===== config.mk =====
export PLATFORM = sky130hd
export DESIGN_NAME = ds1_bp_demux
export DESIGN_NICKNAME = d
export VERILOG_FILES = /design/src/rtl/ds1_bp_pkg.sv /design/src/rtl/ds1_bp_sync_detect.sv /design/src/rtl/ds1_bp_slot_timer.sv /design/src/rtl/ds1_bp_lane.sv /design/src/rtl/ds1_bp_demux.sv
export SDC_FILE = /design/constraint.sdc
export NUM_CORES = 1
export LEC_CHECK = 0
export BUFFER_PORTS_ARGS = -buffer_cell sky130_fd_sc_hd__buf_2
export CORE_MARGIN = 2
export CORE_UTILIZATION = 50
export DETAILED_ROUTE_END_ITERATION = 10
export PLACE_DENSITY_LB_ADDON = 0.3
export SYNTH_ARGS = -nofsm -noshare
export SYNTH_HDL_FRONTEND = slang
export SYNTH_SLANG_ARGS = --single-unit

===== constraint.sdc =====
create_clock -name clk -period 3.1 [get_ports clk]
set_clock_uncertainty 0.2 [all_clocks]
set_input_delay 0.62 -clock clk [delete_from_list [all_inputs] [get_ports clk]]
set_output_delay 0.62 -clock clk [all_outputs]
set_load 0.01 [all_outputs]

===== src/rtl/ds1_bp_pkg.sv =====
// Package: shared defaults for the DS1 backplane demultiplexer.
// Assumes a backplane clock that is an integer multiple of the DS1 rate.
package ds1_bp_pkg;
    localparam int unsigned DEF_CHANNELS   = 4;
    localparam int unsigned DEF_SLOTS      = 8;
    localparam int unsigned DEF_FRAME_BITS = 193;
endpackage


===== src/rtl/ds1_bp_sync_detect.sv =====
// Sync detector: holds the active sync polarity and flags an active sync.
// The polarity is reloaded from configuration only while the block is idle,
// or on the last slot of a frame, so a change applies from the next frame.
// Assumes cfg_sync_low is quasi-static with respect to clk.
module ds1_bp_sync_detect (
    input  logic clk,
    input  logic rst_n,
    input  logic cfg_sync_low,
    input  logic bp_sync,
    input  logic locked,
    input  logic frame_last,
    output logic pol_low,
    output logic sync_hit
);
    logic pol_q;

    // Polarity register: follows config in reset, while idle, or at frame end
    always_ff @(posedge clk) begin
        if (!rst_n) begin
            pol_q <= cfg_sync_low;
        end else if (!locked || frame_last) begin
            pol_q <= cfg_sync_low;
        end
    end

    // Active-sync decode against the held polarity
    always_comb begin
        sync_hit = pol_q ? !bp_sync : bp_sync;
    end

    assign pol_low = pol_q;
endmodule


===== src/rtl/ds1_bp_slot_timer.sv =====
// Slot timer: tracks slot-within-bit and bit-within-frame positions.
// An active sync forces the current sample to slot 0 of bit 0. The timer
// free-runs once locked, and flags a sync seen at an unexpected position.
// Assumes SLOTS >= 2 and FRAME_BITS >= 2.
module ds1_bp_slot_timer #(
    parameter int unsigned SLOTS      = 8,
    parameter int unsigned FRAME_BITS = 193,
    localparam int unsigned SLOT_W    = $clog2(SLOTS),
    localparam int unsigned BIT_W     = $clog2(FRAME_BITS)
) (
    input  logic              clk,
    input  logic              rst_n,
    input  logic              sync_hit,
    output logic              run,
    output logic [SLOT_W-1:0] cur_slot,
    output logic              cur_bit0,
    output logic              frame_last,
    output logic              locked,
    output logic              misalign
);
    localparam logic [SLOT_W-1:0] LAST_SLOT = SLOT_W'(SLOTS - 1);
    localparam logic [BIT_W-1:0]  LAST_BIT  = BIT_W'(FRAME_BITS - 1);

    logic [SLOT_W-1:0] slot_q;
    logic [BIT_W-1:0]  bit_q;
    logic [BIT_W-1:0]  cur_bitn;
    logic              locked_q;
    logic              mis_q;
    logic              at_expected;

    // Position of the sample being taken this clock
    always_comb begin
        run         = locked_q || sync_hit;
        cur_slot    = sync_hit ? '0 : slot_q;
        cur_bitn    = sync_hit ? '0 : bit_q;
        cur_bit0    = (cur_bitn == '0);
        frame_last  = run && (cur_slot == LAST_SLOT) && (cur_bitn == LAST_BIT);
        at_expected = (slot_q == '0) && (bit_q == '0);
    end

    // Advance slot and bit counters to the position of the next sample
    always_ff @(posedge clk) begin
        if (!rst_n) begin
            slot_q <= '0;
            bit_q  <= '0;
        end else if (run) begin
            if (cur_slot == LAST_SLOT) begin
                slot_q <= '0;
                bit_q  <= (cur_bitn == LAST_BIT) ? '0 : cur_bitn + 1'b1;
            end else begin
                slot_q <= cur_slot + 1'b1;
                bit_q  <= cur_bitn;
            end
        end
    end

    // Lock on first sync, and latch the sticky misalignment flag
    always_ff @(posedge clk) begin
        if (!rst_n) begin
            locked_q <= 1'b0;
            mis_q    <= 1'b0;
        end else begin
            if (sync_hit) begin
                locked_q <= 1'b1;
            end
            if (sync_hit && locked_q && !at_expected) begin
                mis_q <= 1'b1;
            end
        end
    end

    assign locked   = locked_q;
    assign misalign = mis_q;
endmodule


===== src/rtl/ds1_bp_lane.sv =====
// Channel lane: captures the backplane bit in this lane's slot and raises a
// one-clock valid strobe, with a frame-start flag on the framing bit.
// Data holds its last value between strobes. Assumes IDX < SLOTS.
module ds1_bp_lane #(
    parameter int unsigned SLOTS  = 8,
    parameter int unsigned IDX    = 0,
    localparam int unsigned SLOT_W = $clog2(SLOTS)
) (
    input  logic              clk,
    input  logic              rst_n,
    input  logic              run,
    input  logic [SLOT_W-1:0] cur_slot,
    input  logic              cur_bit0,
    input  logic              bp_data,
    output logic              data_o,
    output logic              valid_o,
    output logic              fstart_o
);
    logic mine;

    // Decode whether the current sample belongs to this lane
    always_comb begin
        mine = run && (cur_slot == SLOT_W'(IDX));
    end

    // Capture data and produce the strobes for this lane
    always_ff @(posedge clk) begin
        if (!rst_n) begin
            data_o   <= 1'b0;
            valid_o  <= 1'b0;
            fstart_o <= 1'b0;
        end else begin
            valid_o  <= mine;
            fstart_o <= mine && cur_bit0;
            if (mine) begin
                data_o <= bp_data;
            end
        end
    end
endmodule


===== src/rtl/ds1_bp_demux.sv =====
// Top: four-channel DS1 backplane demultiplexer.
// Splits a bit-interleaved backplane line into N_CH DS1 streams, using a
// single-frame sync of programmable polarity to find the framing bit.
// Assumes the upstream equipment aligns data with the sync pulse.
module ds1_bp_demux #(
    parameter int unsigned N_CH       = ds1_bp_pkg::DEF_CHANNELS,
    parameter int unsigned SLOTS      = ds1_bp_pkg::DEF_SLOTS,
    parameter int unsigned FRAME_BITS = ds1_bp_pkg::DEF_FRAME_BITS
) (
    input  logic            clk,
    input  logic            rst_n,
    input  logic            cfg_sync_low,
    input  logic            bp_data,
    input  logic            bp_sync,
    output logic [N_CH-1:0] ch_data,
    output logic [N_CH-1:0] ch_valid,
    output logic [N_CH-1:0] ch_frame_start,
    output logic            misalign
);
    localparam int unsigned SLOT_W = $clog2(SLOTS);

    logic              sync_hit;
    logic              pol_low;
    logic              run;
    logic [SLOT_W-1:0] cur_slot;
    logic              cur_bit0;
    logic              frame_last;
    logic              locked;

    ds1_bp_sync_detect u_sync (
        .clk          (clk),
        .rst_n        (rst_n),
        .cfg_sync_low (cfg_sync_low),
        .bp_sync      (bp_sync),
        .locked       (locked),
        .frame_last   (frame_last),
        .pol_low      (pol_low),
        .sync_hit     (sync_hit)
    );

    ds1_bp_slot_timer #(
        .SLOTS      (SLOTS),
        .FRAME_BITS (FRAME_BITS)
    ) u_timer (
        .clk        (clk),
        .rst_n      (rst_n),
        .sync_hit   (sync_hit),
        .run        (run),
        .cur_slot   (cur_slot),
        .cur_bit0   (cur_bit0),
        .frame_last (frame_last),
        .locked     (locked),
        .misalign   (misalign)
    );

    for (genvar g = 0; g < N_CH; g++) begin : g_lane
        ds1_bp_lane #(
            .SLOTS (SLOTS),
            .IDX   (g)
        ) u_lane (
            .clk      (clk),
            .rst_n    (rst_n),
            .run      (run),
            .cur_slot (cur_slot),
            .cur_bit0 (cur_bit0),
            .bp_data  (bp_data),
            .data_o   (ch_data[g]),
            .valid_o  (ch_valid[g]),
            .fstart_o (ch_frame_start[g])
        );
    end
endmodule


# Word level (Yosys, flattened, before mapping)
# Index checks and enable logic that the tools add are counted.
# word_totals
ram_bits,0
output_inout_bits,13
memories,0
latchBits,0
word_cells,55
inputBits,5
register_bits,26
rom_bits,0
# classes
n_eq_ne,6
addsub,2
div,0
bitwise,0
n_reduce_logical,22
mul,0
muxes,8
shifts,0
magnitude_cmp,0
# op_table
cell,n
$mux 8,3
$logic_not 8->1,2
$logic_and 1x1->1,13
$add 8x1->8 const B,1
$eq 8x8->1 const B,1
$eq 3x2->1 const B,2
$logic_not 3->1,2
$mux 3,2
$add 3x1->3 const B,1
$eq 3x1->1 const B,1
$eq 3x3->1 const B,1
$logic_not 1->1,3
$mux 1,3
$logic_or 1x1->1,2
$ne 2x1->1 const B,1

# Depth between registers and ports, before layout
# depth
word_depth,9
mapped_depth,10
ltp_nobuf,8

# By module
# Synthesis repeated with hierarchy kept, for this count alone.
# hier_totals
cells_unflattened,132
area_unflattened_um2,1237.4
# modules_own_cells
module,area_per_inst_um2,n_inst,seq_area_each_um2,cells_each
ds1_bp_slot_timer,767.0,1,260.2,93
ds1_bp_lane (g_lane[1].u_lane ...),103.8,2,60.1,9
ds1_bp_lane (g_lane[0].u_lane),115.1,1,60.1,9
ds1_bp_lane (g_lane[3].u_lane),101.3,1,60.1,9
ds1_bp_sync_detect,46.3,1,30.0,3

# Worst setup path after synthesis
# Ideal clock, no wire load.
# synth_path
path_kind,input -> register
startpoint,in bp_sync
endpoint,reg u_timer.bit_q[5]
cell_stages,10
arrival_ps,2950
setup_slack_ps,-124
setup_time_ps,74
required_ps,2826
path_cell_list,xnor2_1 > clkbuf_1 > and2_1 > ha_1 > ha_1 > clkbuf_1 > nand4_1 > or2_0 > or4_1 > o21ai_0
# synth_via
elab_chain_cells,6
elab_cells_between_ends,10
classes_between,add/sub (1); eq/ne (2); mux (5); reduce/logical (2)
# synth_lines
item,line_no,rtl
from (decl),ds1_bp_demux.sv:14,"input logic bp_sync,"
$logic_not 1->1,ds1_bp_sync_detect.sv:28,sync_hit = pol_q ? !bp_sync : bp_sync;
$mux 1 (*),ds1_bp_sync_detect.sv:28,
$mux 8,ds1_bp_slot_timer.sv:35,cur_bitn = sync_hit ? '0 : bit_q;
$add 8x1->8 / $eq 8x8->1 (equally long branches),ds1_bp_slot_timer.sv:49,bit_q <= (cur_bitn == LAST_BIT) ? '0 : cur_bitn + 1'b1;
$mux 8,ds1_bp_slot_timer.sv:49,
$mux 8,ds1_bp_slot_timer.sv:47,if (cur_slot == LAST_SLOT) begin
to (signal assigned),ds1_bp_slot_timer.sv:49,
to (signal assigned),ds1_bp_slot_timer.sv:52,bit_q <= cur_bitn;
to (decl),ds1_bp_slot_timer.sv:25,logic [BIT_W-1:0] bit_q;
# Mark *: on every way between the ends. The rest lies on a longest branch, timed or not.
# A chain may end at the register's enable or synchronous reset.

# Final worst setup path
# layout_path
startpoint,"reg u_sync.pol_q, in the netlist u_sync.pol_low"
endpoint,reg u_timer.bit_q[5]
# layout_via
elab_chain_cells,5
elab_cells_between_ends,9
classes_between,add/sub (1); eq/ne (2); mux (5); reduce/logical (1)
# layout_lines
item,line_no,rtl
from (decl),ds1_bp_sync_detect.sv:15,logic pol_q;
from (signal assigned),ds1_bp_sync_detect.sv:20,pol_q <= cfg_sync_low;
from (signal assigned),ds1_bp_sync_detect.sv:22,pol_q <= cfg_sync_low;
$mux 1 (*),ds1_bp_sync_detect.sv:28,
$mux 8,ds1_bp_slot_timer.sv:35,
$add 8x1->8 / $eq 8x8->1 (equally long branches),ds1_bp_slot_timer.sv:49,
$mux 8,ds1_bp_slot_timer.sv:49,
$mux 8,ds1_bp_slot_timer.sv:47,
# Marked as above.

==> flow_metrics.tcl <==
set metrics [dict create \
    finalSetupTns_ps 0 \
    max_freq_mhz 391 \
    maxUsedRoutingLayer "met4" \
    crit_path_end_kind "flip-flop" \
    hpwl_mm 1.88 \
    avgSynthCellArea_um2 8.41 \
    coreArea_um2 2520 \
    grt_use_total_pct 17.4 \
    wl_per_cell_um 12.8 \
    fin_crit_sh_pct 82.5 \
    nFillCells 225 \
    status "complete, no violations" \
    synthToLayoutAreaGrowth_pct 6.15 \
    wl_met2_mm 1.18 \
    synth_top_flop_cell "dfxtp_1" \
    clock-sinks 26 \
    p_per_area_nw_per_um2 454 \
    post_drt_via_cell_ratio 5.81 \
    drive_gt1_share_pct 16.8 \
    yosysWarnings 0 \
    netlist_instances 162 \
    postCtsHoldBufs 0 \
    arrival_ps 2620 \
    rsz0062_at_grt "no" \
    wirelength_mm 2.53 \
    power_w 0.000657 \
    start_util_pct 54.0 \
    ys_ff_latch 26 \
    die-area_um2 3160 \
    synth_edf_count 1 \
    cts_tree "done" \
    grt_pass1_wl_mm 4.37 \
    crit_type "flip-flop to flip-flop" \
    worst_pin_slew_ps 613 \
    root_buffer "clkbuf_4" \
    slew_headroom_pct 58.7 \
    cts_setup_buffers 0 \
    first_iter_violations 39 \
    io_buffers 17 \
    antenna_cells 0 \
    dr.pass1.iters 4 \
    ant_nets 0 \
    nets 181 \
    antenna_found_initial 0 \
    period_needed_ps 2560 \
    hold_viol_final 0 \
    cts_buffers 3 \
    p_leak_nw 0.592 \
    die_w_um 56.2 \
    grt_start_max_net_pins 18 \
    synth_cell_types 36 \
    vias 1144 \
    max-cap-violations 0 \
    rows 18 \
    slew_violations 0 \
    wl_met3_um 170 \
    fp.dieH_um 56.2 \
    place.gp.congestion 0.812 \
    vdd_ir_drop_max_mv 0.311 \
    yosysSeqAreaShare_pct 38.9 \
    synthArstFlopShare_pct 0 \
    wl_met1_mm 1.14 \
    io_pins 18 \
    cp_max_fo 4 \
    multi_input_area_um2 693 \
    cts-resized-gates 0 \
    setup_violations 0 \
    startpoint_type "flip-flop" \
    required_ps 3160 \
    hold_path.class "flip-flop to flip-flop" \
    overflow 0 \
    grt_pass1_vias 999 \
    cts.path.max_buffers 2 \
    syn-num-nets 175 \
    regArea_um2 531 \
    drc 0 \
    netlist_area_um2 1360 \
    clkTransAtPathRegs_ps 140 \
    htree_levels 1 \
    clk_latency_ps 320 \
]
-- cell type report --
| class | count | area share [%] |
|---|---|---|
| inverter | 8 | 2.08 |
| tap | 30 | 2.60 |
| sequential | 26 | 36.7 |
| clock buffer | 4 | 3.29 |
| timing repair buffer | 20 | 7.44 |
| multi-input combinational | 109 | 47.9 |
-- through the flow --
| step | cell area (um^2) | utilization, % | instances | setup WS (ps) | hold WS (ps) |
|---|---|---|---|---|---|
| 6_report | 1450 | 57.3 | 197 | 542 | 266 |
| 5_1_grt | 1450 | 57.3 | 197 | 364 | 270 |
| 4_1_cts | 1450 | 57.3 | 197 | 537 | 271 |
| 3_5_place_dp | 1400 | 55.5 | 193 | 296 | 251 |
| 3_3_place_gp | 1400 | 55.5 | 193 | 391 | 240 |
| 2_1_floorplan | 1370 | - | 162 | 10.4 | 237 |
-- layout by cell type, fill, tap and decap left out, types with 3 or more instances in the layout --
cell / n
o21ai_0: 11
and2_1: 7
nor2_1: 7
o211ai_1: 3
nand4_1: 4
a21oi_1: 11
ha_1: 8
inv_1: 8
and3_1: 3
dfxtp_1: 25
nand3_1: 10
or4_1: 3
buf_4: 3
nand2_1: 17
clkbuf_4: 3
buf_2: 17
-- path summary, 6_finish.rpt --
path / from / endpoint / slack, ps / cells past startpoint
setup / recovery: u_sync.pol_low$_DFFE_PP_ / u_timer.bit_q[5]$_SDFFE_PN0P_ / 540 / 8
hold / removal: g_lane[0].u_lane.data_o$_SDFFE_PN0P_ / g_lane[0].u_lane.data_o$_SDFFE_PN0P_ / 270 / 2
hold reg to reg: g_lane[0].u_lane.data_o$_SDFFE_PN0P_ / g_lane[0].u_lane.data_o$_SDFFE_PN0P_ / 270 / 2
setup reg to reg: u_sync.pol_low$_DFFE_PP_ / u_timer.bit_q[5]$_SDFFE_PN0P_ / 540 / 8
-- cells by family after synthesis --
group / after synthesis / synth area share, %
adder cells (fa/ha/maj): 8 / 7.35
AND/OR/NAND/NOR: 63 / 25.1
flip-flops: 26 / 38.9
multiplexers: 2 / 1.47
buffers and inverters: 27 / 10.7
AO/OA/AOI/OAI: 32 / 13.9
XOR/XNOR: 4 / 2.57
-- cell usage after synthesis, drive strengths merged (3+ instances only) --
cell	instances	area share, %
a21oi	12	4.7
and2	7	3.2
and3	3	1.4
buf	12	6.6
clkbuf	7	1.9
dfxtp	25	37
ha	8	7.3
inv	8	2.2
nand2	17	4.7
nand3	10	3.7
nand4	4	1.8
nor2	7	1.9
o211ai	3	1.7
o21ai	11	4.0
or4	4	2.5
-- flip-flops by register name, summed over array words and instances (netlist names) --
register                flops
g_lane.u_lane.valid_o       4
u_timer.misalign            1
g_lane.u_lane.data_o        4
g_lane.u_lane.fstart_o      4
u_timer.locked              1
u_timer.bit_q               8
u_sync.pol_low              1
u_timer.slot_q              3
-- power by group --
part / leakage [nW] / total (W) / internal (W) / switching [W]
combinational: 0.353 / 0.0000954 / 0.0000373 / 0.0000581
clock: 0.0261 / 0.000198 / 0.0000986 / 0.0000997
sequential: 0.214 / 0.000364 / 0.000351 / 0.0000123
-- layer usage --
metal	track usage, %	vias up
met5	0	-
met4	8.16	0
met3	3.49	4
met2	26.6	42
met1	23.5	531
li1	-	567
-- worst max-delay path: stages (launching register included) --
cell and delay [ps]:
edfxtp_1 460, xnor2_2 270, and2_1 220, ha_1 200, ha_1 210, nand4_1 130, or2_0 230, or4_1 500
o21ai_0 80
Note: power is estimated with default switching activity, not from simulation.
